===== src/rtl/spi_rp_pkg.sv =====
package spi_rp_pkg;
  typedef enum logic {
    PH_HDR  = 1'b0,
    PH_DATA = 1'b1
  } phase_e;
endpackage


===== src/rtl/spi_rp_sync.sv =====
module spi_rp_sync #(
  parameter int          STAGES  = 2,
  parameter int          N       = 3,
  parameter logic [N-1:0] RST_VAL = '0
) (
  input  logic         clk_i,
  input  logic         rst_ni,
  input  logic [N-1:0] d_i,
  output logic [N-1:0] q_o
);
  generate
    for (genvar b = 0; b < N; b++) begin : g_bit
      logic [STAGES-1:0] chain_q;
      logic [STAGES-1:0] chain_d;

      always_comb begin
        chain_d = {chain_q[STAGES-2:0], d_i[b]};
      end

      always_ff @(posedge clk_i or negedge rst_ni) begin
        if (!rst_ni) begin
          chain_q <= {STAGES{RST_VAL[b]}};
        end else begin
          chain_q <= chain_d;
        end
      end

      assign q_o[b] = chain_q[STAGES-1];
    end
  endgenerate
endmodule


===== src/rtl/spi_rp_frame.sv =====
module spi_rp_frame
  import spi_rp_pkg::*;
#(
  parameter int AW = 7,
  parameter int DW = 16
) (
  input  logic          clk_i,
  input  logic          rst_ni,
  input  logic          cs_act_i,
  input  logic          rise_i,
  input  logic          din_i,
  output logic          wr_en_o,
  output logic          rd_en_o,
  output logic [AW-1:0] addr_o,
  output logic [DW-1:0] wdata_o
);
  localparam int HCW = $clog2(AW + 1);
  localparam int DCW = $clog2(DW);

  phase_e        phase_q, phase_d;
  logic [HCW-1:0] hcnt_q, hcnt_d;
  logic [DCW-1:0] dcnt_q, dcnt_d;
  logic [DW-1:0]  sh_q, sh_d;
  logic [AW-1:0]  cur_q, cur_d;
  logic           rd_q, rd_d;
  logic           wr_en_q, wr_en_d;
  logic           rd_en_q, rd_en_d;
  logic [AW-1:0]  port_addr_q, port_addr_d;
  logic [DW-1:0]  wdata_q, wdata_d;
  logic [DW-1:0]  sh_next;

  assign sh_next = {sh_q[DW-2:0], din_i};

  always_comb begin
    phase_d     = phase_q;
    hcnt_d      = hcnt_q;
    dcnt_d      = dcnt_q;
    sh_d        = sh_q;
    cur_d       = cur_q;
    rd_d        = rd_q;
    wr_en_d     = 1'b0;
    rd_en_d     = 1'b0;
    port_addr_d = port_addr_q;
    wdata_d     = wdata_q;
    if (!cs_act_i) begin
      phase_d = PH_HDR;
      hcnt_d  = '0;
      dcnt_d  = '0;
    end else if (rise_i) begin
      sh_d = sh_next;
      if (phase_q == PH_HDR) begin
        if (hcnt_q == HCW'(AW)) begin
          cur_d   = sh_q[AW-1:0];
          rd_d    = din_i;
          phase_d = PH_DATA;
          dcnt_d  = '0;
          if (din_i) begin
            rd_en_d     = 1'b1;
            port_addr_d = sh_q[AW-1:0];
          end
        end else begin
          hcnt_d = hcnt_q + 1'b1;
        end
      end else begin
        if (dcnt_q == DCW'(DW - 1)) begin
          dcnt_d = '0;
          cur_d  = cur_q + 1'b1;
          if (rd_q) begin
            rd_en_d     = 1'b1;
            port_addr_d = cur_q + 1'b1;
          end else begin
            wr_en_d     = 1'b1;
            port_addr_d = cur_q;
            wdata_d     = sh_next;
          end
        end else begin
          dcnt_d = dcnt_q + 1'b1;
        end
      end
    end
  end

  always_ff @(posedge clk_i or negedge rst_ni) begin
    if (!rst_ni) begin
      phase_q     <= PH_HDR;
      hcnt_q      <= '0;
      dcnt_q      <= '0;
      sh_q        <= '0;
      cur_q       <= '0;
      rd_q        <= 1'b0;
      wr_en_q     <= 1'b0;
      rd_en_q     <= 1'b0;
      port_addr_q <= '0;
      wdata_q     <= '0;
    end else begin
      phase_q     <= phase_d;
      hcnt_q      <= hcnt_d;
      dcnt_q      <= dcnt_d;
      sh_q        <= sh_d;
      cur_q       <= cur_d;
      rd_q        <= rd_d;
      wr_en_q     <= wr_en_d;
      rd_en_q     <= rd_en_d;
      port_addr_q <= port_addr_d;
      wdata_q     <= wdata_d;
    end
  end

  assign wr_en_o = wr_en_q;
  assign rd_en_o = rd_en_q;
  assign addr_o  = port_addr_q;
  assign wdata_o = wdata_q;


  wr_pulse_chk: assert property (@(posedge clk_i) disable iff (!rst_ni)
    wr_en_q |=> !wr_en_q);


  rd_pulse_chk: assert property (@(posedge clk_i) disable iff (!rst_ni)
    rd_en_q |=> !rd_en_q);
endmodule


===== src/rtl/spi_rp_tx.sv =====
module spi_rp_tx #(
  parameter int DW = 16
) (
  input  logic          clk_i,
  input  logic          rst_ni,
  input  logic          cs_act_i,
  input  logic          rise_i,
  input  logic          fall_i,
  input  logic          rd_req_i,
  input  logic [DW-1:0] ld_data_i,
  output logic          miso_o,
  output logic          oe_o
);
  logic [DW-1:0] sh_q, sh_d;
  logic          pend_q, pend_d;
  logic          load_q;
  logic          oe_q;

  always_comb begin
    sh_d   = sh_q;
    pend_d = pend_q;
    if (!cs_act_i) begin
      sh_d   = '0;
      pend_d = 1'b0;
    end else if (load_q) begin
      sh_d   = ld_data_i;
      pend_d = 1'b0;
    end else if (rise_i) begin
      pend_d = 1'b1;
    end else if (fall_i && pend_q) begin
      sh_d   = {sh_q[DW-2:0], 1'b0};
      pend_d = 1'b0;
    end
  end

  always_ff @(posedge clk_i or negedge rst_ni) begin
    if (!rst_ni) begin
      sh_q   <= '0;
      pend_q <= 1'b0;
      load_q <= 1'b0;
      oe_q   <= 1'b0;
    end else begin
      sh_q   <= sh_d;
      pend_q <= pend_d;
      load_q <= rd_req_i;
      oe_q   <= cs_act_i;
    end
  end

  assign miso_o = sh_q[DW-1];
  assign oe_o   = oe_q;


  msb_load_chk: assert property (@(posedge clk_i) disable iff (!rst_ni)
    (load_q && cs_act_i) |=> (miso_o == $past(ld_data_i[DW-1])));


  hold_chk: assert property (@(posedge clk_i) disable iff (!rst_ni)
    (cs_act_i && !load_q && !fall_i) |=> $stable(miso_o));
endmodule


===== src/rtl/spi_regport_slave.sv =====
module spi_regport_slave #(
  parameter int AW          = 7,
  parameter int DW          = 16,
  parameter int SYNC_STAGES = 2
) (
  input  logic          clk_i,
  input  logic          rst_ni,
  input  logic          sclk_i,
  input  logic          cs_ni,
  input  logic          mosi_i,
  output logic          miso_o,
  output logic          miso_oe_o,
  output logic          reg_wr_o,
  output logic          reg_rd_o,
  output logic [AW-1:0] reg_addr_o,
  output logic [DW-1:0] reg_wdata_o,
  input  logic [DW-1:0] reg_rdata_i
);
  localparam int         NSYNC    = 3;
  localparam logic [2:0] SYNC_RST = 3'b010;

  logic [1:0]       rst_sync_q;
  logic             rst_n;
  logic [NSYNC-1:0] raw_in;
  logic [NSYNC-1:0] sync_out;
  logic             sclk_s, csn_s, din_s;
  logic             sclk_prev_q;
  logic             rise, fall, cs_act;

  always_ff @(posedge clk_i or negedge rst_ni) begin
    if (!rst_ni) begin
      rst_sync_q <= 2'b00;
    end else begin
      rst_sync_q <= {rst_sync_q[0], 1'b1};
    end
  end
  assign rst_n = rst_sync_q[1];

  assign raw_in = {mosi_i, cs_ni, sclk_i};

  spi_rp_sync #(
    .STAGES (SYNC_STAGES),
    .N      (NSYNC),
    .RST_VAL(SYNC_RST)
  ) u_sync (
    .clk_i (clk_i),
    .rst_ni(rst_n),
    .d_i   (raw_in),
    .q_o   (sync_out)
  );

  assign sclk_s = sync_out[0];
  assign csn_s  = sync_out[1];
  assign din_s  = sync_out[2];

  always_ff @(posedge clk_i or negedge rst_n) begin
    if (!rst_n) begin
      sclk_prev_q <= 1'b0;
    end else begin
      sclk_prev_q <= sclk_s;
    end
  end

  assign rise   = sclk_s & ~sclk_prev_q;
  assign fall   = ~sclk_s & sclk_prev_q;
  assign cs_act = ~csn_s;

  spi_rp_frame #(
    .AW(AW),
    .DW(DW)
  ) u_frame (
    .clk_i   (clk_i),
    .rst_ni  (rst_n),
    .cs_act_i(cs_act),
    .rise_i  (rise),
    .din_i   (din_s),
    .wr_en_o (reg_wr_o),
    .rd_en_o (reg_rd_o),
    .addr_o  (reg_addr_o),
    .wdata_o (reg_wdata_o)
  );

  spi_rp_tx #(
    .DW(DW)
  ) u_tx (
    .clk_i    (clk_i),
    .rst_ni   (rst_n),
    .cs_act_i (cs_act),
    .rise_i   (rise),
    .fall_i   (fall),
    .rd_req_i (reg_rd_o),
    .ld_data_i(reg_rdata_i),
    .miso_o   (miso_o),
    .oe_o     (miso_oe_o)
  );


  oe_off_chk: assert property (@(posedge clk_i) disable iff (!rst_n)
    csn_s |=> !miso_oe_o);


  no_wr_in_read_chk: assert property (@(posedge clk_i) disable iff (!rst_n)
    reg_rd_o |-> !reg_wr_o);
endmodule


===== config.mk =====
export PLATFORM = sky130hd
export DESIGN_NAME = spi_regport_slave
export DESIGN_NICKNAME = d
export VERILOG_FILES = /design/src/rtl/spi_rp_pkg.sv /design/src/rtl/spi_rp_sync.sv /design/src/rtl/spi_rp_frame.sv /design/src/rtl/spi_rp_tx.sv /design/src/rtl/spi_regport_slave.sv
export SDC_FILE = /design/constraint.sdc
export NUM_CORES = 1
export LEC_CHECK = 0
export BUFFER_PORTS_ARGS = -buffer_cell sky130_fd_sc_hd__buf_4
export CAP_MARGIN = 25
export CORE_ASPECT_RATIO = 0.9
export CORE_MARGIN = 4
export CORE_UTILIZATION = 57
export DETAILED_ROUTE_END_ITERATION = 6
export PLACE_DENSITY = 0.9
export SETUP_SLACK_MARGIN = 0.1
export SYNTH_ARGS = -nofsm -noshare
export SYNTH_HDL_FRONTEND = slang
export SYNTH_SLANG_ARGS = --single-unit

===== constraint.sdc =====
create_clock -name clk_i -period 2.9 [get_ports clk_i]
set_input_delay 0.29 -clock clk_i [delete_from_list [all_inputs] [get_ports clk_i]]
set_output_delay 0.29 -clock clk_i [all_outputs]
set_load 0.01 [all_outputs]

# Yosys cells after proc, flatten, opt, wreduce, memory -nomap -nowiden
# Index checks and enable logic that the tools add are counted.
# W data, S select, Z words.
dict set report classes {
  addsub 3
  n_eq_ne 6
  muxes 41
  bitwise_logic 7
  reduce_logical 15
}
# cell count
set ops {}
lappend ops {{$mux W16} 4}
lappend ops {{$mux W7} 8}
lappend ops {{$mux W1} 20}
lappend ops {{$mux W4} 5}
lappend ops {{$mux W3} 4}
lappend ops {{$reduce_and A5 Y1} 2}
lappend ops {{$reduce_and A4 Y1} 2}
lappend ops {{$add A7 B1 Y7 const B} 1}
lappend ops {{$ne A2 B2 Y1 const B} 3}
lappend ops {{$reduce_and A2 Y1} 3}
lappend ops {{$reduce_bool A2 Y1} 3}
lappend ops {{$reduce_bool A3 Y1} 2}
lappend ops {{$not A1 Y1} 5}
lappend ops {{$add A4 B1 Y4 const B} 1}
lappend ops {{$eq A4 B4 Y1 const B} 1}
lappend ops {{$reduce_bool A4 Y1} 1}
lappend ops {{$add A3 B1 Y3 const B} 1}
lappend ops {{$eq A3 B3 Y1 const B} 1}
lappend ops {{$ne A3 B1 Y1 const B} 1}
lappend ops {{$reduce_and A3 Y1} 1}
lappend ops {{$and A1 B1 Y1} 2}
lappend ops {{$logic_and A1 B1 Y1} 1}
dict set report word_totals {
  reg_bits 84
  inputBits 21
  output_inout_bits 27
  elab_cells 91
}

# Longest topological paths before layout
# Gate-level depths: netlist (run 1).
dict set report depth {
  ltp_word 7
  depth_mapped 7
  ltp_nobuf 6
}

# Cells and area by module
# A second synthesis (run 1) with hierarchy kept.
dict set report hier_totals {
  hier_cells 308
  area_unflattened_um2 3900.0
}
# mod n_inst cells_each area_per_inst_um2 seq_area_each_um2
set by_module_without_submodules {}
lappend by_module_without_submodules {spi_rp_frame 1 216 2620.0 1401.3}
lappend by_module_without_submodules {spi_rp_tx 1 76 1007.2 475.5}
lappend by_module_without_submodules {spi_rp_sync 1 9 175.2 152.6}
lappend by_module_without_submodules {spi_regport_slave 1 7 97.6 75.1}

# Worst setup path after synthesis (run 1)
# No wires, ideal clock.
dict set report synth_timing {
  kind {register to register}
  startpoint {register u_frame.hcnt_q[0]}
  endpoint {register u_frame.cur_q[6]}
  setup_time_ns 0.126
  t_arrival_ns 1.626
  t_required_ns 2.774
  path_slack_ns 1.147
  path_stages_with_launch 8
  n_path_buf 1
  period_less_slack_ns 1.753
  cell_sequence {dfrtp_1 ha_1 ha_1 nor2b_1 and2_1 clkbuf_2 a22o_1 a311o_1}
}
dict set report synth_between {
  elab_chain_len 3
}
# element line
set synth_lines {}
lappend synth_lines {{start, declared} spi_rp_frame.sv:21} ;# logic [HCW-1:0] hcnt_q, hcnt_d;
lappend synth_lines {{start signal, assigned} spi_rp_frame.sv:97} ;# hcnt_q <= hcnt_d;
lappend synth_lines {{$eq A3 B3 Y1} spi_rp_frame.sv:52} ;# if (hcnt_q == HCW'(AW)) begin
lappend synth_lines {{$reduce_bool A2 Y1 (no source line)} n/a}
lappend synth_lines {{$reduce_and A4 Y1 (no source line)} n/a}
lappend synth_lines {{end signal, assigned} spi_rp_frame.sv:100} ;# cur_q <= cur_d;
lappend synth_lines {{end, declared} spi_rp_frame.sv:24} ;# logic [AW-1:0] cur_q, cur_d;
# No other way between the ends.
# A chain may end at the register's enable or synchronous reset.

# Worst setup path in the final report (run 1)
# Ends and elaborated chain as after synthesis.

==> flow_summary.json, run 1 <==
{
  "status": "finished clean",
  "cp_max_fo": 13,
  "start_util": 0.602,
  "cp-start-kind": "flop",
  "p_int_uw": 1730,
  "area_delta_synth_final_pct": 16.2,
  "core_area_um2": 6280,
  "clock-sinks": 84,
  "grt_max_degree": 83,
  "vias": 2490,
  "p_switching_uw": 595,
  "drt_pass1_iterations": 4,
  "antenna_found_initial": 0,
  "synth_largest_area_cell": "dfrtp_1",
  "clock_path_buffers": 2,
  "syn_nets": 331,
  "slew_viol_final": 0,
  "ir_drop_mv": 0.457,
  "cts_max_level": 3,
  "cp-end-kind": "flop",
  "finalCriticalPeriod_ps": 2000,
  "p_leak_uw": 0.00202,
  "clk_pin_slew_worst_paths_ps": 90,
  "drtIter0Drc": 249,
  "drv_cap": 0,
  "hold_path_class": "input port to flop",
  "synthDominantCellAreaShare": 0.542,
  "viasPerCell": 5.66,
  "tritoncts": "done",
  "nets": 374,
  "dieHeight_um": 85.3,
  "wl_um": 7200,
  "fill_cells": 451,
  "grt_pass1_vias": 2535,
  "worst_slew_margin_rel": 0.377,
  "hold_slack_ps": 42.2,
  "fin_crit_sh": 0.691,
  "synth_seq_cells": 84,
  "synth.distinct_cells": 55,
  "io_pins": 48,
  "drcViolationCount": 0,
  "synth_area_um2": 3780,
  "placed_cell_area_um2": 4160,
  "syn_inst": 305,
  "clock.fmax_mhz": 499,
  "worst_pin_slew_ps": 934,
  "clk_latency_ps": 350,
  "clock-root-buffer": "clkbuf_8",
  "utilization": 0.700,
  "cp.required_ps": 3140,
  "clkPwrFrac": 0.359,
  "clock_skew_ps": 12.7,
  "design_area_um2": 4400,
  "die_area_um2": 8010,
  "p_sw_frac": 0.256,
  "overflow": 0,
  "ys_seq_area_frac": 0.556,
  "synth_flop_cell": "dfrtp_1",
  "avgSynthCellArea_um2": 12.4,
  "hold_violations": 0,
  "ant_nets": 0,
  "numPortBuffers": 47,
  "cp.arrival_ps": 2240,
  "setup_viol": 0,
  "gp_congestion": 0.810,
  "synth_edf_count": 0,
  "ys_warn_count": 0,
  "grt_pass1_wl_um": 12100,
  "power_density_nw_per_um2": 527,
  "wl_per_cell_um": 16.4,
  "dp_hpwl_um": 4830,
  "finalSetupTns_ps": 0,
  "path_class": "flop to flop",
  "pwr-share-comb": 0.070,
  "numCtsBuffers": 9,
  "diodes": 0,
  "seqPwrFrac": 0.571,
  "drive_gt1_frac": 0.314,
  "async_reset_ff_frac": 1.00,
  "synthTopCellsByArea": "dfrtp_1 (54%), mux2_2 (6.5%), mux2i_1 (6.1%)",
  "rows": 27,
  "grt_use_total": 0.189,
  "rsz0062_at_grt": "no",
  "fp.dieW_um": 93.9
}
-- worst paths after layout --
path                              startpoint                    endpoint  slack [ps]  depth (start not counted)
max                        u_frame.hcnt_q[0]            u_frame.cur_q[6]         900                          6
max reg2reg                u_frame.hcnt_q[0]            u_frame.cur_q[6]         900                          6
min in group asynchronous      rst_sync_q[1]               u_tx.sh_q[13]         150                          0
max in group asynchronous      rst_sync_q[1]             u_frame.phase_q        2150                          1
min                                   mosi_i  u_sync.g_bit[2].chain_q[0]          40                          1
min reg2reg                    rst_sync_q[1]               u_tx.sh_q[13]         150                          0
-- flip-flops by register name, indices dropped and copies added (netlist names) --
signal                flops
u_tx.oe_o                 1
u_frame.rd_q              1
sclk_prev_q               1
u_tx.load_q               1
u_frame.hcnt_q            3
u_frame.rd_en_o           1
u_sync.g_bit.chain_q      6
u_frame.cur_q             7
u_frame.sh_q             15
u_frame.wr_en_o           1
u_tx.pend_q               1
u_frame.phase_q           1
u_frame.addr_o            7
u_frame.dcnt_q            4
rst_sync_q                2
u_tx.sh_q                16
u_frame.wdata_o          16
-- power groups by stage --
stage / clock, µW / combinational [µW] / sequential [µW]
after CTS: 848 / 142 / 1340
after detailed placement: 0 / 140 / 1360
after global placement: 0 / 135 / 1350
after floorplan: 0 / 108 / 1310
after global routing: 908 / 186 / 1330
final: 833 / 163 / 1320
-- stage by stage --
stage	std cells	total power (µW)	setup slack (ps)
after floorplan	305	1420	391
after global placement	422	1490	1020
after detailed placement	422	1500	927
after CTS	439	2330	908
after global routing	440	2420	792
final	440	2320	895
-- worst max-delay path, stage by stage (launching register included) --
cell	delay [ps]
dfrtp_1	400
ha_1	230
ha_1	220
nor2b_1	170
o21ai_2	440
nor4_1	100
a311o_1	330
-- cells in the mapped netlist, types with 4 or more instances --
cell type   n
o31ai_1    19
o21ai_0    13
nand2_1    29
nand3_1     7
xnor2_1     5
nor2_1     11
mux2_2     22
inv_1       5
buf_2      11
dfrtp_1    82
ha_1        5
a21oi_1     6
clkbuf_1    4
mux2_4      9
mux2i_1    23
-- routing by layer --
layer	vias up	track usage	part of all wire
li1	1183	-	-
met1	1232	0.272	0.45
met2	60	0.277	0.48
met3	15	0.0390	0.047
met4	0	0.0853	0.019
met5	-	0	0
-- logic make-up (layout without fill, tap and decap cells) --
family / after synthesis / in the layout / synth area share
AO/OA/AOI/OAI: 56 / 56 / 0.103
XOR/XNOR: 6 / 6 / 0.0139
adder cells (fa/ha/maj): 5 / 5 / 0.0165
buffers and inverters: 26 / 74 / 0.0410
flip-flops: 84 / 84 / 0.556
multiplexers: 54 / 54 / 0.162
other: 1 / 1 / 0.000991
AND/OR/NAND/NOR: 73 / 73 / 0.107
-- cells in the final DEF, fill, tap and decap left out, drive strengths merged, types with 5 or more instances in the layout --
master	count
o21ai	14
ha	5
o31ai	19
clkbuf	9
xnor2	5
nand3	8
a21oi	6
nor2	12
nand2	29
mux2	31
mux2i	23
dfrtp	82
buf	52
inv	6
-- area by class of cell --
class / count / area [µm²] / share of cell area
clock buffer: 9 / 124 / 0.0282
clock inverter: 7 / 76.3 / 0.0173
inverter: 5 / 18.8 / 0.00427
multi-input combinational: 195 / 1540 / 0.351
sequential: 84 / 2110 / 0.479
tap: 87 / 109 / 0.0247
timing repair buffer: 53 / 420 / 0.0956
-- what timing repair did --
action | 4_1_cts | 5_1_grt
hold endpoints to repair | 2 | 0
setup buffers | 0 | 0
gates resized for setup | 0 | 0
hold buffers | 1 | 0
setup endpoints to repair | 0 | 0
Note: power is estimated with default switching activity, not from simulation.
==> run 2: changes to the inputs <==
--- a/config.mk
+++ b/config.mk
@@ -5,13 +5,14 @@
 export SDC_FILE = /design/constraint.sdc
 export NUM_CORES = 1
 export LEC_CHECK = 0
+export ABC_AREA = 1
 export BUFFER_PORTS_ARGS = -buffer_cell sky130_fd_sc_hd__buf_4
 export CAP_MARGIN = 25
 export CORE_ASPECT_RATIO = 0.9
 export CORE_MARGIN = 4
-export CORE_UTILIZATION = 57
+export CORE_UTILIZATION = 52
 export DETAILED_ROUTE_END_ITERATION = 6
-export PLACE_DENSITY = 0.9
+export PLACE_DENSITY = 0.87
 export SETUP_SLACK_MARGIN = 0.1
 export SYNTH_ARGS = -nofsm -noshare
 export SYNTH_HDL_FRONTEND = slang
==> constraint.sdc (replaced) <==
create_clock -name clk_i -period 1.6 [get_ports clk_i]
set_input_delay 0.16 -clock clk_i [delete_from_list [all_inputs] [get_ports clk_i]]
set_output_delay 0.16 -clock clk_i [all_outputs]
set_load 0.01 [all_outputs]
==> run 2 against run 1 <==
Net effect:
- via count rose by 26%
- largest power group unchanged
- combinational power rose by 99%
- worst setup slack got worse by 870 ps
- maximum frequency rose by 28%
- wire length rose by 19%
- cell area rose by 6.2%
- flip-flop and latch count did not move
- non-clock buffer count rose by 23
==> flow_summary.json, run 2 <==
{
  "status": "finished clean",
  "gp_congestion": 0.873,
  "grt_pass1_vias": 3021,
  "grt-busiest-layer": "met2",
  "synthDominantCellAreaShare": 0.551,
  "clock-root-buffer": "clkbuf_8",
  "slew_viol_final": 0,
  "synth_common_cells": "nand2_1 (90), dfrtp_1 (82), o21ai_0 (54)",
  "p_switching_uw": 1040,
  "drcViolationCount": 0,
  "synth_seq_cells": 84,
  "core_area_um2": 6760,
  "use_met1": 0.243,
  "p_int_uw": 3410,
  "grt_pass1_wl_um": 13500,
  "synth_largest_area_cell": "dfrtp_1",
  "cp-end-kind": "flop",
  "path_cells": "ha_2 -> buf_4 -> ha_1 -> o21ai_0 -> buf_4 -> nand3_1 -> o21ai_0",
  "area_delta_synth_final_pct": 25.5,
  "layout_commonest_cell": "nand2_1",
  "clk_latency_ps": 360,
  "cts_max_level": 3,
  "syn_inst": 427,
  "pwr-share-comb": 0.073,
  "cp_slowest_cell": "dfrtp_1",
  "fin_crit_sh": 0.982,
  "antenna_found_initial": 0,
  "finalPower_uw": 4450,
  "finalCriticalPeriod_ps": 1570,
  "drt_pass1_iterations": 7,
  "hold_path_class": "input port to flop",
  "start_util": 0.551,
  "path_class": "flop to flop",
  "seqPwrFrac": 0.503,
  "grt_use_total": 0.196,
  "wl_um": 8560,
  "hold_violations": 0,
  "setup_viol": 0,
  "numPortBuffers": 47,
  "grt.met3_usage": 0.0559,
  "fp.dieW_um": 97.2,
  "clkPwrFrac": 0.423,
  "clk_pin_slew_worst_paths_ps": 80,
  "clock_skew_ps": 9.69,
  "synth_flop_cell": "dfrtp_1",
  "clock_path_buffers": 2,
  "cp_max_fo": 5,
  "utilization": 0.691,
  "final_cell_mix": "nand2_1 (87), dfrtp_1 (81), buf_4 (68)",
  "synth.distinct_cells": 29,
  "ys_seq_area_frac": 0.565,
  "synthTopCellsByArea": "dfrtp_1 (55%), nand2_1 (9.1%), o21ai_0 (7.3%)",
  "crit_family": "flip-flops",
  "numCtsBuffers": 9,
  "syn_nets": 453,
  "rows": 28,
  "cp.required_ps": 1870,
  "wl_per_cell_um": 14.5,
  "dp_hpwl_um": 5340,
  "tritoncts": "done",
  "drv_cap": 0,
  "p_sw_frac": 0.233,
  "clock.fmax_mhz": 636,
  "io_pins": 48,
  "hold_slack_ps": 52.9,
  "synth_area_um2": 3720,
  "rsz0062_at_grt": "yes",
  "avgSynthCellArea_um2": 8.72,
  "nets": 520,
  "finalSetupTns_ps": 0,
  "synth.most_common_cell": "nand2_1",
  "synth_edf_count": 0,
  "ys_warn_count": 0,
  "drive_gt1_frac": 0.248,
  "clock-sinks": 84,
  "diodes": 0,
  "cp.arrival_ps": 1840,
  "die_area_um2": 8580,
  "power_density_nw_per_um2": 953,
  "overflow": 0,
  "cp_slowest_stage_delay_ps": 390,
  "drtIter0Drc": 226,
  "ant_nets": 0,
  "met2_usage": 0.328,
  "cp-start-kind": "flop",
  "pre_cts_ws_ps": -92.7,
  "path_buf_inv": 2,
  "vias": 3133,
  "ir_drop_mv": 0.916,
  "viasPerCell": 5.32,
  "p_leak_uw": 0.00226,
  "dieHeight_um": 88.3,
  "async_reset_ff_frac": 1.00,
  "grt_max_degree": 51,
  "setup_slack_ps": 28.1
}
==> run 2: cell types whose count changed after synthesis, sizes merged, moves of 6 or more <==
cell	change
inv	+50
mux2i	-23
o21ai	+63
nor2	+20
nand3	+28
mux2	-31
a21oi	+6
o31ai	-18
nand2	+64
==> run 2: power by group through the flow <==
stage	Sequential [µW]	Combinational, µW	Clock, µW
finish	2240	325	1890
global route	2250	368	2020
CTS	2240	302	1930
detailed placement	2280	291	0
global placement	2280	285	0
floorplan	2300	149	0
==> run 2: what timing repair did <==
item,CTS,global route
gates resized for setup,8,16
pin swaps,5,7
endpoints found under the setup margin,13,18
hold buffers,4,0
buffers inserted,5,6
endpoints found under the hold margin,5,0
==> run 2: cell type report <==
type                            instances  area (µm²)
Sequential cell                        84        2110
Fill cell                             471        2090
Multi-Input combinational cell        268        1360
Timing Repair Buffer                   76         622
Inverter                               55         211
Clock buffer                           10         138
Clock inverter                          6         119
Tap cell                               90         113
==> run 2: cell families after synthesis <==
logic type / synth area share
compound gates: 0.137
xor+xnor: 0.00941
flops: 0.565
simple gates: 0.186
fa+ha+maj: 0.0168
buf+inv: 0.0840
other cells: 0.00101
==> run 2: through the flow <==
stage                     instances  cell area, µm²
after floorplan                 427            3720
after global placement          558            4230
after detailed placement        558            4230
after CTS                       583            4580
after global routing            589            4670
final                           589            4670
==> run 2: tightest hold or removal path, cell delays in order <==
cell     delay (ps)
buf_4            80
nand3_1          60
o21ai_0          70
==> run 2: routing by layer <==
| layer | up-vias | part of all wire |
|---|---|---|
| met2 | 108 | 0.50 |
| met1 | 1498 | 0.42 |
| li1 | 1496 | - |
| met4 | 0 | 0.028 |
| met5 | - | 0 |
| met3 | 31 | 0.054 |
==> run 2: final timing paths <==
kind | startpoint | endpoint | slack (ps) | cells after the start
worst min-delay path | reg_rdata_i[0] | u_tx.sh_q[0] | 50 | 3
worst max-delay path | u_frame.hcnt_q[0] | u_frame.dcnt_q[2] | 30 | 7
max in group asynchronous | rst_sync_q[1] | u_frame.cur_q[5] | 930 | 1
worst max register to register | u_frame.hcnt_q[0] | u_frame.dcnt_q[2] | 30 | 7
min in group asynchronous | rst_ni | rst_sync_q[1] | 110 | 2
worst min register to register | rst_sync_q[1] | u_tx.pend_q | 300 | 1
